--- config.mk ---
export PLATFORM = sky130hd
export DESIGN_NAME = node_state_reg
export DESIGN_NICKNAME = d
export VERILOG_FILES = /design/src/rtl/node_state_pkg.sv /design/src/rtl/root_tracker.sv /design/src/rtl/state_bits.sv /design/src/rtl/cycle_start_ctl.sv /design/src/rtl/node_state_reg.sv
export SDC_FILE = /design/constraint.sdc
export NUM_CORES = 1
export LEC_CHECK = 0
export BUFFER_PORTS_ARGS = -buffer_cell sky130_fd_sc_hd__buf_2
export CAP_MARGIN = 20
export CORE_AREA = 2 2 52 49
export DETAILED_ROUTE_END_ITERATION = 7
export DIE_AREA = 0 0 54 51
export PLACE_DENSITY = 0.81
export SKIP_CTS_REPAIR_TIMING = 1
export SYNTH_ARGS = -nofsm -noshare
export SYNTH_HDL_FRONTEND = slang
export SYNTH_SLANG_ARGS = --single-unit
--- constraint.sdc ---
create_clock -name clk -period 1.8 [get_ports clk]
set_input_delay 0.36 -clock clk [delete_from_list [all_inputs] [get_ports clk]]
set_output_delay 0.36 -clock clk [all_outputs]
set_load 0.01 [all_outputs]
--- src/rtl/node_state_pkg.sv ---
package node_state_pkg;
  typedef enum logic [1:0] {
    BR_NONE       = 2'd0,
    BR_NOT_ROOT   = 2'd1,
    BR_NEW_ROOT   = 2'd2,
    BR_STILL_ROOT = 2'd3
  } br_kind_e;
endpackage

--- src/rtl/root_tracker.sv ---
module root_tracker
  import node_state_pkg::*;
(
  input  logic     clk,
  input  logic     rst,
  input  logic     bus_reset,
  input  logic     is_root,
  output br_kind_e br_kind,
  output logic     was_root
);
  always_comb begin
    if (!bus_reset)     br_kind = BR_NONE;
    else if (!is_root)  br_kind = BR_NOT_ROOT;
    else if (!was_root) br_kind = BR_NEW_ROOT;
    else                br_kind = BR_STILL_ROOT;
  end

  always_ff @(posedge clk) begin
    if (rst) begin
      was_root <= 1'b0;
    end else begin
      case (br_kind)
        BR_NOT_ROOT: was_root <= 1'b0;
        BR_NEW_ROOT: was_root <= 1'b1;
        default:     was_root <= was_root;
      endcase
    end
  end

  // a reset while not root leaves the flag clear
  p_wasroot_clr_r8: assert property (@(posedge clk) disable iff (rst)
    $past(!rst && bus_reset && !is_root) |-> !was_root);
  // a reset while root leaves the flag set
  p_wasroot_set_r9: assert property (@(posedge clk) disable iff (rst)
    $past(!rst && bus_reset && is_root) |-> was_root);
endmodule

--- src/rtl/state_bits.sv ---
module state_bits
  import node_state_pkg::*;
#(
  parameter int DATA_W    = 32,
  parameter int DREQ_BIT  = 2,
  parameter int CMSTR_BIT = 8,
  parameter int ABD_BIT   = 10
)(
  input  logic              clk,
  input  logic              rst,
  input  logic              set_en,
  input  logic [DATA_W-1:0] set_data,
  input  logic              clr_en,
  input  logic [DATA_W-1:0] clr_data,
  input  br_kind_e          br_kind,
  input  logic              cm_capable,
  output logic [DATA_W-1:0] q
);
  localparam logic [DATA_W-1:0] KEEP_MASK =
    (DATA_W'(1) << DREQ_BIT) | (DATA_W'(1) << CMSTR_BIT) | (DATA_W'(1) << ABD_BIT);

  logic [DATA_W-1:0] nxt;

  always_comb begin
    nxt = q;
    case (br_kind)
      BR_NONE: begin
        if (set_en) nxt = nxt | (set_data & KEEP_MASK);
        if (clr_en) nxt = nxt & ~(clr_data & KEEP_MASK);
      end
      BR_NOT_ROOT: begin
        nxt[ABD_BIT]   = 1'b0;
        nxt[CMSTR_BIT] = 1'b0;
      end
      BR_NEW_ROOT: begin
        nxt[ABD_BIT]   = 1'b0;
        nxt[CMSTR_BIT] = cm_capable;
      end
      default: nxt[ABD_BIT] = 1'b0;
    endcase
  end

  always_ff @(posedge clk) begin
    if (rst) q <= '0;
    else     q <= nxt;
  end

  // bits written through the set port are present next cycle
  p_set_or_r3: assert property (@(posedge clk) disable iff (rst)
    $past(!rst && br_kind == BR_NONE && set_en && !clr_en)
      |-> ((q & $past(set_data) & KEEP_MASK) == ($past(set_data) & KEEP_MASK)));
  // bits named by the clear port are gone next cycle
  p_clr_andnot_r4: assert property (@(posedge clk) disable iff (rst)
    $past(!rst && br_kind == BR_NONE && clr_en)
      |-> ((q & $past(clr_data) & KEEP_MASK) == '0));
  // abdicate is low after any bus reset
  p_abd_clr_r7: assert property (@(posedge clk) disable iff (rst)
    $past(!rst && br_kind != BR_NONE) |-> !q[ABD_BIT]);
  // still-root bus reset keeps cycle-master bit
  p_cm_keep_r10: assert property (@(posedge clk) disable iff (rst)
    $past(!rst && br_kind == BR_STILL_ROOT) |-> (q[CMSTR_BIT] == $past(q[CMSTR_BIT])));
endmodule

--- src/rtl/cycle_start_ctl.sv ---
module cycle_start_ctl
  import node_state_pkg::*;
(
  input  logic     clk,
  input  logic     rst,
  input  logic     is_root,
  input  logic     set_cm,
  input  logic     clr_cm,
  input  br_kind_e br_kind,
  input  logic     cm_capable,
  output logic     cse
);
  logic nxt;

  always_comb begin
    nxt = cse;
    case (br_kind)
      BR_NONE: begin
        if (set_cm) nxt = 1'b1;
        if (clr_cm) nxt = 1'b0;
      end
      BR_NEW_ROOT: nxt = cm_capable;
      BR_NOT_ROOT: nxt = 1'b0;
      default:     nxt = cse;
    endcase
    if (!is_root) nxt = 1'b0;
  end

  always_ff @(posedge clk) begin
    if (rst) cse <= 1'b0;
    else     cse <= nxt;
  end

  // no cycle start after a non-root cycle
  p_off_not_root_r6: assert property (@(posedge clk) disable iff (rst)
    $past(!is_root) |-> !cse);
  // setting cycle-master while root turns generation on
  p_set_on_r5: assert property (@(posedge clk) disable iff (rst)
    $past(!rst && is_root && br_kind == BR_NONE && set_cm && !clr_cm) |-> cse);
  // clearing cycle-master while root turns generation off
  p_clr_off_r5: assert property (@(posedge clk) disable iff (rst)
    $past(!rst && br_kind == BR_NONE && clr_cm) |-> !cse);
endmodule

--- src/rtl/node_state_reg.sv ---
module node_state_reg
  import node_state_pkg::*;
#(
  parameter int DATA_W    = 32,
  parameter int DREQ_BIT  = 2,
  parameter int CMSTR_BIT = 8,
  parameter int ABD_BIT   = 10
)(
  input  logic              clk,
  input  logic              rst,
  input  logic              set_en,
  input  logic [DATA_W-1:0] set_data,
  input  logic              clr_en,
  input  logic [DATA_W-1:0] clr_data,
  input  logic              bus_reset,
  input  logic              is_root,
  input  logic              cm_capable,
  output logic [DATA_W-1:0] state_rd,
  output logic              cycle_start_en
);
  br_kind_e br_kind;
  logic     was_root;

  root_tracker u_root (
    .clk(clk), .rst(rst), .bus_reset(bus_reset), .is_root(is_root),
    .br_kind(br_kind), .was_root(was_root)
  );

  state_bits #(
    .DATA_W(DATA_W), .DREQ_BIT(DREQ_BIT), .CMSTR_BIT(CMSTR_BIT), .ABD_BIT(ABD_BIT)
  ) u_bits (
    .clk(clk), .rst(rst), .set_en(set_en), .set_data(set_data),
    .clr_en(clr_en), .clr_data(clr_data), .br_kind(br_kind),
    .cm_capable(cm_capable), .q(state_rd)
  );

  cycle_start_ctl u_cs (
    .clk(clk), .rst(rst), .is_root(is_root),
    .set_cm(set_en && set_data[CMSTR_BIT]),
    .clr_cm(clr_en && clr_data[CMSTR_BIT]),
    .br_kind(br_kind), .cm_capable(cm_capable), .cse(cycle_start_en)
  );

  // after reset the flag is clear
  p_reset_clear_r1: assert property (@(posedge clk)
    $past(rst) |-> (!was_root && state_rd == '0 && !cycle_start_en));
endmodule

# Word level (Yosys, flattened, before mapping)
# Cells that the tools add are included.
[classes] eq_ne=3 reduce_logical=8 mux=11 bitwise=5
[ops] op="$mux W32" count=3
[ops] op="$and A32 B32 Y32" count=1
[ops] op="$not A11 Y32" count=1
[ops] op="$or A32 B11 Y32" count=1
[ops] op="$pmux W1 S3" count=2
[ops] op="$mux W2" count=2
[ops] op="$reduce_or A2 Y1" count=2
[ops] op="$mux W1" count=3
[ops] op="$ne A3 B1 Y1 const B" count=1
[ops] op="$reduce_bool A3 Y1" count=1
[ops] op="$eq A2 B1 Y1 const B" count=1
[ops] op="$eq A2 B2 Y1 const B" count=1
[ops] op="$logic_and A1 B1 Y1" count=2
[ops] op="$logic_not A2 Y1" count=1
[ops] op="$not A1 Y1" count=2
[ops] op="$pmux W1 S2" count=1
[ops] op="$reduce_and A2 Y1" count=1
[ops] op="$reduce_bool A2 Y1" count=1
[totals] wordCells=32 out_inout_bits=33 input_bits=71 reg_bits=34

# Longest topological paths before layout
[logic_depth] depth_word=8 mapped_depth=7 ltp_nobuf=7

# Cells and area by module
# From an unflattened synthesis, not the netlist that was laid out.
[unflattened] cells_unflattened=70 hier_area_um2=591.8
[modules_own_cells] mod="state_bits" cells_per_inst=48 instances=1 seq_area_each_um2=60.1 area_each_um2=399.1
[modules_own_cells] mod="cycle_start_ctl" cells_per_inst=12 instances=1 seq_area_each_um2=20.0 area_each_um2=111.4
[modules_own_cells] mod="root_tracker" cells_per_inst=8 instances=1 seq_area_each_um2=20.0 area_each_um2=68.8
[modules_own_cells] mod="node_state_reg" cells_per_inst=2 instances=1 seq_area_each_um2=0.0 area_each_um2=12.5

# Worst setup path after synthesis
# Ideal clock, no wire load.
[synth_timing] path_type="input-to-reg" startpoint="input is_root" endpoint="register u_cs.cse" setup_ns=0.072 path_buffers=0 arrival_ns=1.569 required_time_ns=1.728 path_slack_ns=0.160 stages=6 cell_sequence="inv_1 -> o21a_1 -> ha_1 -> and3b_1 -> a2111o_1 -> mux2i_1"
[synth_via] elab_chain_cells=5 word_cells_on_any_way=11 cone_classes="eq/ne (3); mux (3); bitwise (1); reduce/logical (4)"
[synth_lines] item="from (decl)" line="node_state_reg.sv:16" text="input logic is_root,"
[synth_lines] item="$mux W2" line="root_tracker.sv:13" text="else if (!is_root) br_kind = BR_NOT_ROOT;"
[synth_lines] item="$mux W2" line="root_tracker.sv:12" text="if (!bus_reset) br_kind = BR_NONE;"
[synth_lines] item="$logic_not A2 Y1, or another cell as far along" line="cycle_start_ctl.sv:17" text="case (br_kind)"
[synth_lines] item="$ne A3 B1 Y1 (no source line) or $reduce_bool A3 Y1 (tied branches)"
[synth_lines] item="$reduce_and A2 Y1 (no source line)"
[synth_lines] item="to (signal assigned)" line="cycle_start_ctl.sv:31" text="else cse <= nxt;"
[synth_lines] item="to (decl)" line="cycle_start_ctl.sv:11" text="output logic cse"
# Several ways; a longest one is shown, not always the timed one.
# A chain may end at the register's enable or synchronous reset.

# Worst setup path in the final report
[layout_timing] startpoint="register u_root.was_root" endpoint="register u_cs.cse"
[layout_via] elab_chain_cells=6 word_cells_on_any_way=10 cone_classes="eq/ne (3); mux (4); reduce/logical (3)"
[layout_lines] item="from (decl)" line="root_tracker.sv:9" text="output logic was_root"
[layout_lines] item="from (signal assigned)" line="root_tracker.sv:25" text="default: was_root <= was_root;"
[layout_lines] item="$mux W1 (*)" line="root_tracker.sv:14" text="else if (!was_root) br_kind = BR_NEW_ROOT;"
[layout_lines] item="$mux W2 (*)" line="root_tracker.sv:13"
[layout_lines] item="$mux W2 (*)" line="root_tracker.sv:12"
[layout_lines] item="$logic_not A2 Y1, or another cell as far along" line="cycle_start_ctl.sv:17"
[layout_lines] item="$ne A3 B1 Y1 (no source line) or $reduce_bool A3 Y1 (tied branches)"
[layout_lines] item="$reduce_and A2 Y1 (no source line)"
# Every way passes the cells marked *; elsewhere a longest branch is shown, timed or not.

==> metrics.md <==
| Metric | Value |
|---|---|
| Area contributors post-synth | buf_4 43%, dfxtp_1 20%, ha_1 7.4% |
| Synth top cells by count | 29 x buf_4, 5 x dfxtp_1, 5 x inv_1 |
| Synth top area share | 42.6% |
| Clock network power share | 39.0% |
| Share of layout cells above drive strength 1 | 25.3% |
| Switching part of the total | 32.7% |
| Critical Path RT | 1.97 ns |
| Die area | 0.00275 sq mm |
| Core Area | 0.00230 sq mm |
| Row count | 17 |
| Clock Skews | 0.00440 ns |
| Final hold violations | 0 |
| Post-synth EDFFs | 0 |
| M2 GR Usage | 11.0% |
| Worst Reg-to-Reg Cells | 5 |
| Worst setup startpoint | u_root.was_root |
| Setup TNS Final | 0 ns |
| Die Y | 51 microns |
| Prevailing post-synth register cell | dfxtp_1 |
| CTS Root Cell | clkbuf_4 |
| Post-route ant nets | 0 |
| Power after layout | 0.347 mW |
| Initial antenna violation count | 0 |
| I/O pins | 104 |
| Startpoint class of the critical path | register |
| Gr ovfl total | 0 |
| P&R area growth vs syn | 7.11% |
| Crit share post-route | 87.4% |
| Worst setup EP type | register |
| Initial Utilization | 22.2% |
| DRC viols | 0 |
| Avg Cell Area, Syn | 8.10 sq um |
| GR peak layer | met2 |
| R2r endpoint | u_cs.cse |
| Share of total power in combinational logic | 26.4% |
| Gr usage total | 7.56% |
| FFs w/ async S/R, synth | 0% |
| Crit path kind | register to register |
| MaxCap Viol Count | 0 |
| Clk buf depth | 2 |
| Syn Std Cell Area | 510 sq um |
| Finish-stage setup viols | 0 |
| Yosys top cell by area | buf_4 |
| Number of synthesized register bits | 5 |
| Reg2reg setup slack | 0.23 ns |
| Iteration-0 DRC Markers | 3 |
| WL per Instance | 8.28 microns |
| Hold Crit Depth | 2 |
| Distinct cell type count after synthesis | 17 |
| Final Routed Wirelength | 919 microns |
| Clk Latency, worst-skew pair | 0.25 ns |
| Hold/Removal Path Class | input port to register |
| Seq/Total Area, Yosys | 19.6% |
| Power Internal | 0.234 mW |
| Clock slew at reported path FFs | 0.05 ns |
| H-tree Lvls | 1 |
| RSZ-0062 raised after global routing | false |
| GRT met3 Usage | 4.09% |
| Buffers on Ports | 16 |
| P per Cell Area | 635 mW/mm^2 |
| Max IR drop VDD | 0.000278 V |
| Dpl cells | 107 |
| Net Switching | 0.113 mW |
| Chip width | 54 microns |
| Pre-antenna DRT Iters | 4 |
| CP Capture Point | u_cs.cse |
| First-pass GRT wire length | 1390 microns |
| Dpl hpwl | 787 microns |
| Grt met1 use | 7.82% |
| Via count | 393 |
| Leakage Power | 0.320 nW |
| Final nets | 158 |
| R2r startpoint | u_root.was_root |
| Diode count | 0 |
| Fmax | 636 MHz |
| Synth Warn # | 0 |
| Final std cells w/o fill | 111 |
| Sequential power share | 34.6% |
| Via density | 3.54 |
| Final min period | 1.57 ns |
| Count leader, synth | buf_4 |
| Status | finished clean |
| Vias in the first global route | 334 |
| TritonCTS Sinks | 5 |
| Max-slew violations | 0 |
| RePlAce Congestion | 0.788 |
| Critical-path maximum fanout | 2 |
| CTS tree | yes |
| Mapped Cells | 63 |
| Arrival @ worst endpoint | 1.75 ns |
| Largest net degree at the start of global routing | 6 |
| CTS buffer count | 3 |
==> layout by cell type (no fill, tap or decap), drive strengths merged <==
| master | n |
|---|---|
| conb | 29 |
| buf | 17 |
| inv | 5 |
| dfxtp | 5 |
| nand2 | 4 |
| clkbuf | 4 |
| a21oi | 3 |
| ha | 3 |
| nand3 | 2 |
| a31oi | 2 |
| mux2i | 2 |
| o21a | 1 |
| and3b | 1 |
| o221a | 1 |
| a2111o | 1 |
| nor2 | 1 |
| a2111oi | 1 |
| a311oi | 1 |
==> how the worst min path moves through the flow <==
stage	start	end	slack, ns
after floorplan	rst	u_bits.q[2]	0.43
after global placement	u_cs.cse	u_cs.cse	0.46
after detailed placement	u_cs.cse	u_cs.cse	0.46
after CTS	clr_data[10]	u_bits.q[10]	0.31
after global routing	clr_data[2]	u_bits.q[2]	0.32
final	clr_data[10]	u_bits.q[10]	0.31
==> state kept, by name, indices dropped and copies added (netlist names) <==
name and flops:
u_root.was_root 1, u_bits.q 3, u_cs.cse 1
==> cell type report <==
type                            instances  area (sq um)
Inverter                                5          18.8
Fill cell                             259          1750
Multi-Input combinational cell         52           279
Clock buffer                            4          26.3
Sequential cell                         5           100
Timing Repair Buffer                   17          87.6
Tap cell                               28          35.0
==> power by group through the flow <==
stage          combinational (mW)  clock [mW]  sequential [mW]
2_1_floorplan               0.104           0            0.124
3_3_place_gp               0.0894           0            0.122
3_5_place_dp               0.0905           0            0.122
4_1_cts                    0.0908       0.140            0.120
5_1_grt                     0.105       0.147            0.121
6_report                   0.0918       0.135            0.120
==> routing by layer <==
metal,vias up,part of all wire [%]
met2,36,40
met1,162,42
met4,0,3.2
met5,-,0
met3,4,15
li1,191,-
==> worst max-delay path: stages, from the launching register on <==
cell      delay (ns)
dfxtp_1         0.30
o21a_1          0.20
ha_1            0.30
and3b_1         0.19
a2111o_1        0.38
mux2i_1         0.13
==> per-stage QoR <==
stage / setup WS, ns / hold slack, ns / instance area, sq um / utilization [%]
global placement: 0.0478 / 0.464 / 520 / 22.7
global route: 0.137 / 0.318 / 547 / 23.8
detailed placement: 0.0286 / 0.465 / 520 / 22.7
CTS: 0.222 / 0.314 / 547 / 23.8
finish: 0.228 / 0.313 / 547 / 23.8
floorplan: 0.160 / 0.432 / 616 / -
==> cells by family after synthesis <==
| group | synth area share [%] |
|---|---|
| compound gates | 14.7 |
| fa+ha+maj | 7.35 |
| buf+inv | 46.3 |
| flops | 19.6 |
| mux | 3.92 |
| other cells | 0.735 |
| simple gates | 7.35 |
Power figures use the tool's default switching activity.
